===== config.mk =====
export PLATFORM = sky130hd
export DESIGN_NAME = seg_addr_decoder
export DESIGN_NICKNAME = d
export VERILOG_FILES = /design/src/rtl/seg_dec_pkg.sv /design/src/rtl/seg_dec_ctrl.sv /design/src/rtl/seg_dec_dp.sv /design/src/rtl/seg_addr_decoder.sv
export SDC_FILE = /design/constraint.sdc
export NUM_CORES = 1
export LEC_CHECK = 0
export ABC_AREA = 1
export CORE_AREA = 5 5 103 105
export DETAILED_ROUTE_END_ITERATION = 8
export DIE_AREA = 0 0 108 110
export PLACE_DENSITY = 0.68
export SYNTH_ARGS = -nofsm -noshare
export SYNTH_HDL_FRONTEND = slang
export SYNTH_SLANG_ARGS = --single-unit
export TNS_END_PERCENT = 1

===== constraint.sdc =====
create_clock -name vclk -period 3.09
set_input_delay 0.618 -clock vclk [all_inputs]
set_output_delay 0.618 -clock vclk [all_outputs]
set_load 0.1 [all_outputs]

===== src/rtl/seg_dec_pkg.sv =====
package seg_dec_pkg;

  localparam int ADDR_W = 32;
  localparam int EXC_W  = 5;

  // region bases of the fixed map
  localparam logic [ADDR_W-1:0] KWIN0_BASE = 32'h8000_0000;
  localparam logic [ADDR_W-1:0] KWIN1_BASE = 32'hA000_0000;

  // exception codes
  localparam logic [EXC_W-1:0] EXC_NONE  = 5'd0;
  localparam logic [EXC_W-1:0] EXC_MOD   = 5'd1;
  localparam logic [EXC_W-1:0] EXC_TLBLD = 5'd2;
  localparam logic [EXC_W-1:0] EXC_TLBST = 5'd3;
  localparam logic [EXC_W-1:0] EXC_ADLD  = 5'd4;
  localparam logic [EXC_W-1:0] EXC_ADST  = 5'd5;

  typedef enum logic [2:0] {
    REG_USER,
    REG_KWIN0,
    REG_KWIN1,
    REG_SUPWIN,
    REG_KTOP
  } region_e;

  typedef enum logic [2:0] {
    FK_NONE,
    FK_BADADDR,
    FK_MISS,
    FK_INVALID,
    FK_CLEAN
  } faultKind_e;

  typedef enum logic [1:0] {
    PS_PASS,
    PS_KWIN0,
    PS_KWIN1,
    PS_TLB
  } physSel_e;

  typedef struct packed {
    physSel_e physSel;
    logic     faultLoad;
  } ctrlStrobe_t;

endpackage


===== src/rtl/seg_dec_ctrl.sv =====
module seg_dec_ctrl
  import seg_dec_pkg::*;
(
  input  logic [ADDR_W-1:0] vAddr,
  input  logic              isWrite,
  input  logic [1:0]        mode,
  input  logic              errorLevel,
  input  logic              tlbHit,
  input  logic              tlbEntryValid,
  input  logic              tlbEntryDirty,
  output logic              tlbReq,
  output logic              permRead,
  output logic              permWrite,
  output logic [EXC_W-1:0]  excCode,
  output logic              tlbRefill,
  output ctrlStrobe_t       strobe
);

  logic       isUser;
  logic       isSuper;
  logic       isKernel;
  region_e    region;
  faultKind_e faultKind;
  logic       mapped;
  logic       unmappedOk;
  physSel_e   unmappedSel;

  assign isUser   = (mode == 2'b10);
  assign isSuper  = (mode == 2'b01);
  assign isKernel = !isUser && !isSuper;

  // region from the top address bits
  always_comb begin
    if (!vAddr[ADDR_W-1]) begin
      region = REG_USER;
    end else begin
      unique case (vAddr[ADDR_W-2:ADDR_W-3])
        2'b00:   region = REG_KWIN0;
        2'b01:   region = REG_KWIN1;
        2'b10:   region = REG_SUPWIN;
        default: region = REG_KTOP;
      endcase
    end
  end

  // privilege gate and path choice
  always_comb begin
    mapped      = 1'b0;
    unmappedOk  = 1'b0;
    unmappedSel = PS_PASS;
    unique case (region)
      REG_USER: begin
        if (errorLevel) begin
          unmappedOk  = 1'b1;
          unmappedSel = PS_PASS;
        end else begin
          mapped = 1'b1;
        end
      end
      REG_KWIN0: begin
        unmappedOk  = isKernel;
        unmappedSel = PS_KWIN0;
      end
      REG_KWIN1: begin
        unmappedOk  = isKernel;
        unmappedSel = PS_KWIN1;
      end
      REG_SUPWIN: mapped = isKernel || isSuper;
      default:    mapped = isKernel;
    endcase
  end

  assign tlbReq = mapped;

  // failure kind and permissions
  always_comb begin
    faultKind = FK_NONE;
    permRead  = 1'b0;
    permWrite = 1'b0;
    strobe.physSel = unmappedSel;
    if (mapped) begin
      strobe.physSel = PS_TLB;
      if (!tlbHit) begin
        faultKind = FK_MISS;
      end else if (!tlbEntryValid) begin
        faultKind = FK_INVALID;
      end else if (isWrite && !tlbEntryDirty) begin
        faultKind = FK_CLEAN;
      end else begin
        permRead  = 1'b1;
        permWrite = tlbEntryDirty;
      end
    end else if (unmappedOk) begin
      permRead  = 1'b1;
      permWrite = 1'b1;
    end else begin
      faultKind = FK_BADADDR;
    end
    strobe.faultLoad = (faultKind != FK_NONE);
  end

  // failure kind to exception code
  always_comb begin
    tlbRefill = 1'b0;
    unique case (faultKind)
      FK_BADADDR: excCode = isWrite ? EXC_ADST : EXC_ADLD;
      FK_MISS: begin
        excCode   = isWrite ? EXC_TLBST : EXC_TLBLD;
        tlbRefill = 1'b1;
      end
      FK_INVALID: excCode = isWrite ? EXC_TLBST : EXC_TLBLD;
      FK_CLEAN:   excCode = EXC_MOD;
      default:    excCode = EXC_NONE;
    endcase
  end

  // checks next to the gate and the code map
  always_comb begin
    if (mode == 2'b10 && vAddr[ADDR_W-1]) begin
      a_r7_user_upper_faults: assert (strobe.faultLoad && (excCode == EXC_ADLD || excCode == EXC_ADST));
    end
    if (tlbReq) begin
      a_r2_req_only_mapped: assert (vAddr[ADDR_W-1:ADDR_W-2] != 2'b10 && !(errorLevel && !vAddr[ADDR_W-1]));
    end
    if (tlbRefill) begin
      a_r9_refill_on_miss: assert (!tlbHit && (excCode == EXC_TLBLD || excCode == EXC_TLBST));
    end
    if (tlbReq && permWrite) begin
      a_r8_write_needs_dirty: assert (tlbEntryDirty && tlbHit && tlbEntryValid);
    end
  end

endmodule


===== src/rtl/seg_dec_dp.sv =====
module seg_dec_dp
  import seg_dec_pkg::*;
#(
  parameter int ASID_W     = 8,
  parameter int PAIR_SHIFT = 13,
  parameter int CTX_LSB    = 4
) (
  input  logic [ADDR_W-1:0] vAddr,
  input  logic [ADDR_W-1:0] contextCur,
  input  logic [ADDR_W-1:0] entryHiCur,
  input  logic [ADDR_W-1:0] tlbPhysAddr,
  input  ctrlStrobe_t       strobe,
  output logic [ADDR_W-1:0] physAddr,
  output logic [ADDR_W-1:0] badVAddrNext,
  output logic [ADDR_W-1:0] contextNext,
  output logic [ADDR_W-1:0] entryHiNext
);

  localparam int VPN2_W  = ADDR_W - PAIR_SHIFT;
  localparam int CTX_TOP = CTX_LSB + VPN2_W;
  localparam int EHI_GAP = PAIR_SHIFT - ASID_W;

  logic [VPN2_W-1:0] vpn2;
  logic [ADDR_W-1:0] ctxForm;
  logic [ADDR_W-1:0] ehiForm;
  logic [ADDR_W-1:0] transAddr;
  logic              unusedBits;

  assign vpn2 = vAddr[ADDR_W-1:PAIR_SHIFT];

  // translated address selection
  always_comb begin
    unique case (strobe.physSel)
      PS_KWIN0: transAddr = vAddr - KWIN0_BASE;
      PS_KWIN1: transAddr = vAddr - KWIN1_BASE;
      PS_TLB:   transAddr = tlbPhysAddr;
      default:  transAddr = vAddr;
    endcase
  end

  // fault register forms
  generate
    if (CTX_TOP < ADDR_W) begin : g_ctxKeep
      assign ctxForm = {contextCur[ADDR_W-1:CTX_TOP], vpn2, {CTX_LSB{1'b0}}};
    end else begin : g_ctxFull
      assign ctxForm = {vpn2, {CTX_LSB{1'b0}}};
    end
    if (EHI_GAP > 0) begin : g_ehiGap
      assign ehiForm = {vpn2, {EHI_GAP{1'b0}}, entryHiCur[ASID_W-1:0]};
    end else begin : g_ehiTight
      assign ehiForm = {vpn2, entryHiCur[ASID_W-1:0]};
    end
  endgenerate

  assign physAddr     = strobe.faultLoad ? '0 : transAddr;
  assign badVAddrNext = strobe.faultLoad ? vAddr : '0;
  assign contextNext  = strobe.faultLoad ? ctxForm : '0;
  assign entryHiNext  = strobe.faultLoad ? ehiForm : '0;

  assign unusedBits = ^{contextCur, entryHiCur};

  always_comb begin
    if (strobe.faultLoad) begin
      a_r11_context_upper_kept: assert (contextNext[ADDR_W-1:CTX_TOP] == contextCur[ADDR_W-1:CTX_TOP]
                                        && contextNext[CTX_LSB-1:0] == '0);
      a_r12_asid_kept: assert (entryHiNext[ASID_W-1:0] == entryHiCur[ASID_W-1:0]);
      a_r13_no_phys_on_fault: assert (physAddr == '0);
    end else begin
      a_r13_quiet_regs: assert (badVAddrNext == '0 && contextNext == '0 && entryHiNext == '0);
    end
    if (!strobe.faultLoad && (strobe.physSel == PS_KWIN0 || strobe.physSel == PS_KWIN1)) begin
      a_r3_window_low: assert (physAddr[ADDR_W-1:ADDR_W-3] == 3'b000 && physAddr[ADDR_W-4:0] == vAddr[ADDR_W-4:0]);
    end
  end

endmodule


===== src/rtl/seg_addr_decoder.sv =====
module seg_addr_decoder
  import seg_dec_pkg::*;
#(
  parameter int ASID_W     = 8,
  parameter int PAIR_SHIFT = 13,
  parameter int CTX_LSB    = 4
) (
  input  logic [31:0] vAddr,
  input  logic        isWrite,
  input  logic [1:0]  mode,
  input  logic        errorLevel,
  input  logic [31:0] contextCur,
  input  logic [31:0] entryHiCur,
  output logic        tlbReq,
  input  logic        tlbHit,
  input  logic        tlbEntryValid,
  input  logic        tlbEntryDirty,
  input  logic [31:0] tlbPhysAddr,
  output logic [31:0] physAddr,
  output logic        permRead,
  output logic        permWrite,
  output logic        faultValid,
  output logic [4:0]  excCode,
  output logic        tlbRefill,
  output logic [31:0] badVAddrNext,
  output logic [31:0] contextNext,
  output logic [31:0] entryHiNext
);

  ctrlStrobe_t strobe;

  seg_dec_ctrl i_ctrl (
    .vAddr         (vAddr),
    .isWrite       (isWrite),
    .mode          (mode),
    .errorLevel    (errorLevel),
    .tlbHit        (tlbHit),
    .tlbEntryValid (tlbEntryValid),
    .tlbEntryDirty (tlbEntryDirty),
    .tlbReq        (tlbReq),
    .permRead      (permRead),
    .permWrite     (permWrite),
    .excCode       (excCode),
    .tlbRefill     (tlbRefill),
    .strobe        (strobe)
  );

  seg_dec_dp #(
    .ASID_W     (ASID_W),
    .PAIR_SHIFT (PAIR_SHIFT),
    .CTX_LSB    (CTX_LSB)
  ) i_dp (
    .vAddr        (vAddr),
    .contextCur   (contextCur),
    .entryHiCur   (entryHiCur),
    .tlbPhysAddr  (tlbPhysAddr),
    .strobe       (strobe),
    .physAddr     (physAddr),
    .badVAddrNext (badVAddrNext),
    .contextNext  (contextNext),
    .entryHiNext  (entryHiNext)
  );

  assign faultValid = strobe.faultLoad;

endmodule


==> results.yml <==
status:
  status: "finished, final reports clean"
die:
  io_pins: 273
  fp-row-count: 36
  initial_core_util_pct: 17.9
  die_x_um: 108
  die_area_um2: 11900
  die_y_um: 110
  core_area_um2: 9550
yosys:
  synth.area.mux_share_pct: 0
  synth-compound-area-share_pct: 11.1
  syn_area_per_cell_um2: 4.96
  yosysWarnings: 0
  synth_top_family_by_area: "buffers and inverters"
  synth-simple-area-share_pct: 37.0
  netlist_area_um2: 1710
  synth_adder_area_share_pct: 2.93
  synth.distinct_cells: 25
  synth_seq_area_share_pct: 0
  synth_xor_area_share_pct: 0
  synthCells: 344
pwr:
  powerDensity_nw_per_um2: 453
  switching_share_pct: 64.3
  p_switching_mw: 1.73
  p_leak_nw: 2.85
  ir_drop_uv: 283
  combPwrFrac_pct: 100.0
  seqPwrFrac_pct: 0
  clkPwrFrac_pct: 0
  p_int_uw: 961
worst_setup_path:
  crit_path_end_kind: "output port"
  critPathMaxFanout: 3
  arrival_ps: 2390
  startpoint_type: "input pin"
  critPathKind: "input pin to output port"
  worstPathRequired_ps: 2470
layout:
  post-route-util_pct: 62.2
  regArea_um2: 0
  diodes: 0
  layout_common_cells: "buf_12 (132), clkdlybuf4s50_1 (83), inv_1 (75), nand2_1 (72), nor2_4 (45)"
  seq_cells: 0
  nets: 693
  final_area_um2: 5940
  final_common_cell: "buf_12"
  drive_gt1_share_pct: 48.7
  n_clock_buffer: 0
  syn_to_final_growth_pct: 248
place:
  gp_congestion: 0.796
  place_ws_ps: -346
  place.detailed.hpwl_mm: 8.14
  portBuffers: 215
  placed_cell_area_um2: 5360
timing:
  max_freq_ghz: 0.333
  layout_setup_ws_ps: 85.3
  whs_ps: 1760
  hold_viol: 0
  min_period_over_period_pct: 97.2
  min_period_ps: 3000
  slew_violations: 0
  setup_viol: 0
grt:
  track_usage_pct: 15.1
  grt_max_degree: 33
  grt_pass1_vias: 2820
  antenna_found_initial: 0
  overflow: 0
  grt_pass1_wl_mm: 14.4
routing:
  dr.pass1.iters: 4
  drtAntennaViolNets: 0
  totalWireLength_mm: 10.4
  detail_route.wl_per_cell_um: 15.2
  drtIter0Drc: 64
  vias: 2762
  vias_per_cell: 4.03
  drc: 0
flow_run:
  drv_cap: 0
hold_path:
  hp-class: "input pin to output port"
==> routing by layer <==
metal / track usage, % / share of wire (%) / up-vias
met5: 0 / 0 / -
met4: 1.80 / 0.99 / 0
met1: 15.6 / 34 / 1259
met2: 31.8 / 57 / 140
li1: - / - / 1357
met3: 2.91 / 8.1 / 6
==> stage by stage <==
stage                     std cells  power, mW  TNS [ps]
after floorplan                 354       1.64    -22560
after global placement          667       2.49    -27230
after detailed placement        667       2.51    -32320
after CTS                       682       2.66         0
after global routing            685       2.77     -7.15
final                           685       2.69         0
==> synth_stat cells, drive strengths merged <==
cell / count / share of area [%]
o21ai: 30 / 9.5
or2: 1 / 0.51
nand2: 79 / 18
clkbuf: 2 / 0.44
nor2b: 1 / 0.37
nand3: 9 / 4.0
o31ai: 1 / 0.44
ha: 4 / 2.9
nand4: 5 / 1.8
a21oi: 2 / 0.81
o211ai: 1 / 0.44
nor2: 55 / 12
conb: 1 / 0.22
inv: 92 / 20
buf: 61 / 28
==> power by group through the flow <==
| stage | clock network (mW) | registers, mW | logic [mW] |
|---|---|---|---|
| finish | 0 | 0 | 2.69 |
| global route | 0 | 0 | 2.77 |
| CTS | 0 | 0 | 2.66 |
| detailed placement | 0 | 0 | 2.51 |
| global placement | 0 | 0 | 2.49 |
| floorplan | 0 | 0 | 1.64 |
==> layout make-up <==
type                       count  area [um2]
fill                         766        3610
multi-input combinational    199        1380
timing repair buffer         261        4040
tap                          133         166
inverter                      92         355
==> critical path, stage by stage <==
cell and delay (ps):
buf_2 120, buf_6 130, ha_4 160, nor2_2 160
nand3_4 100, buf_4 140, buf_4 120, buf_4 120
buf_4 120, buf_4 130, nand3_1 90, nand3_2 100
nor2_4 110, buf_12 180
==> worst paths after layout <==
| path | from | end | slack, ps | cells past startpoint |
|---|---|---|---|---|
| setup / recovery | vAddr[30] | physAddr[29] | 90 | 14 |
| hold / removal | vAddr[30] | contextNext[21] | 1760 | 5 |
==> cell families (layout without fill, tap and decap cells) <==
kind of cell / count (synthesis) / in the layout
buffers and inverters: 155 / 353
AND/OR/NAND/NOR: 150 / 150
AO/OA/AOI/OAI: 34 / 34
adder cells (fa/ha/maj): 4 / 4
other: 1 / 11
==> what timing repair did <==
item                       in CTS  in global routing
cloned                          5                  3
gates resized for setup        73                 22
pin swaps                       9                  3
hold buffers                    0                  0
buffers inserted               10                  0
setup endpoints to repair     125                 46
Power figures use the tool's default switching activity.
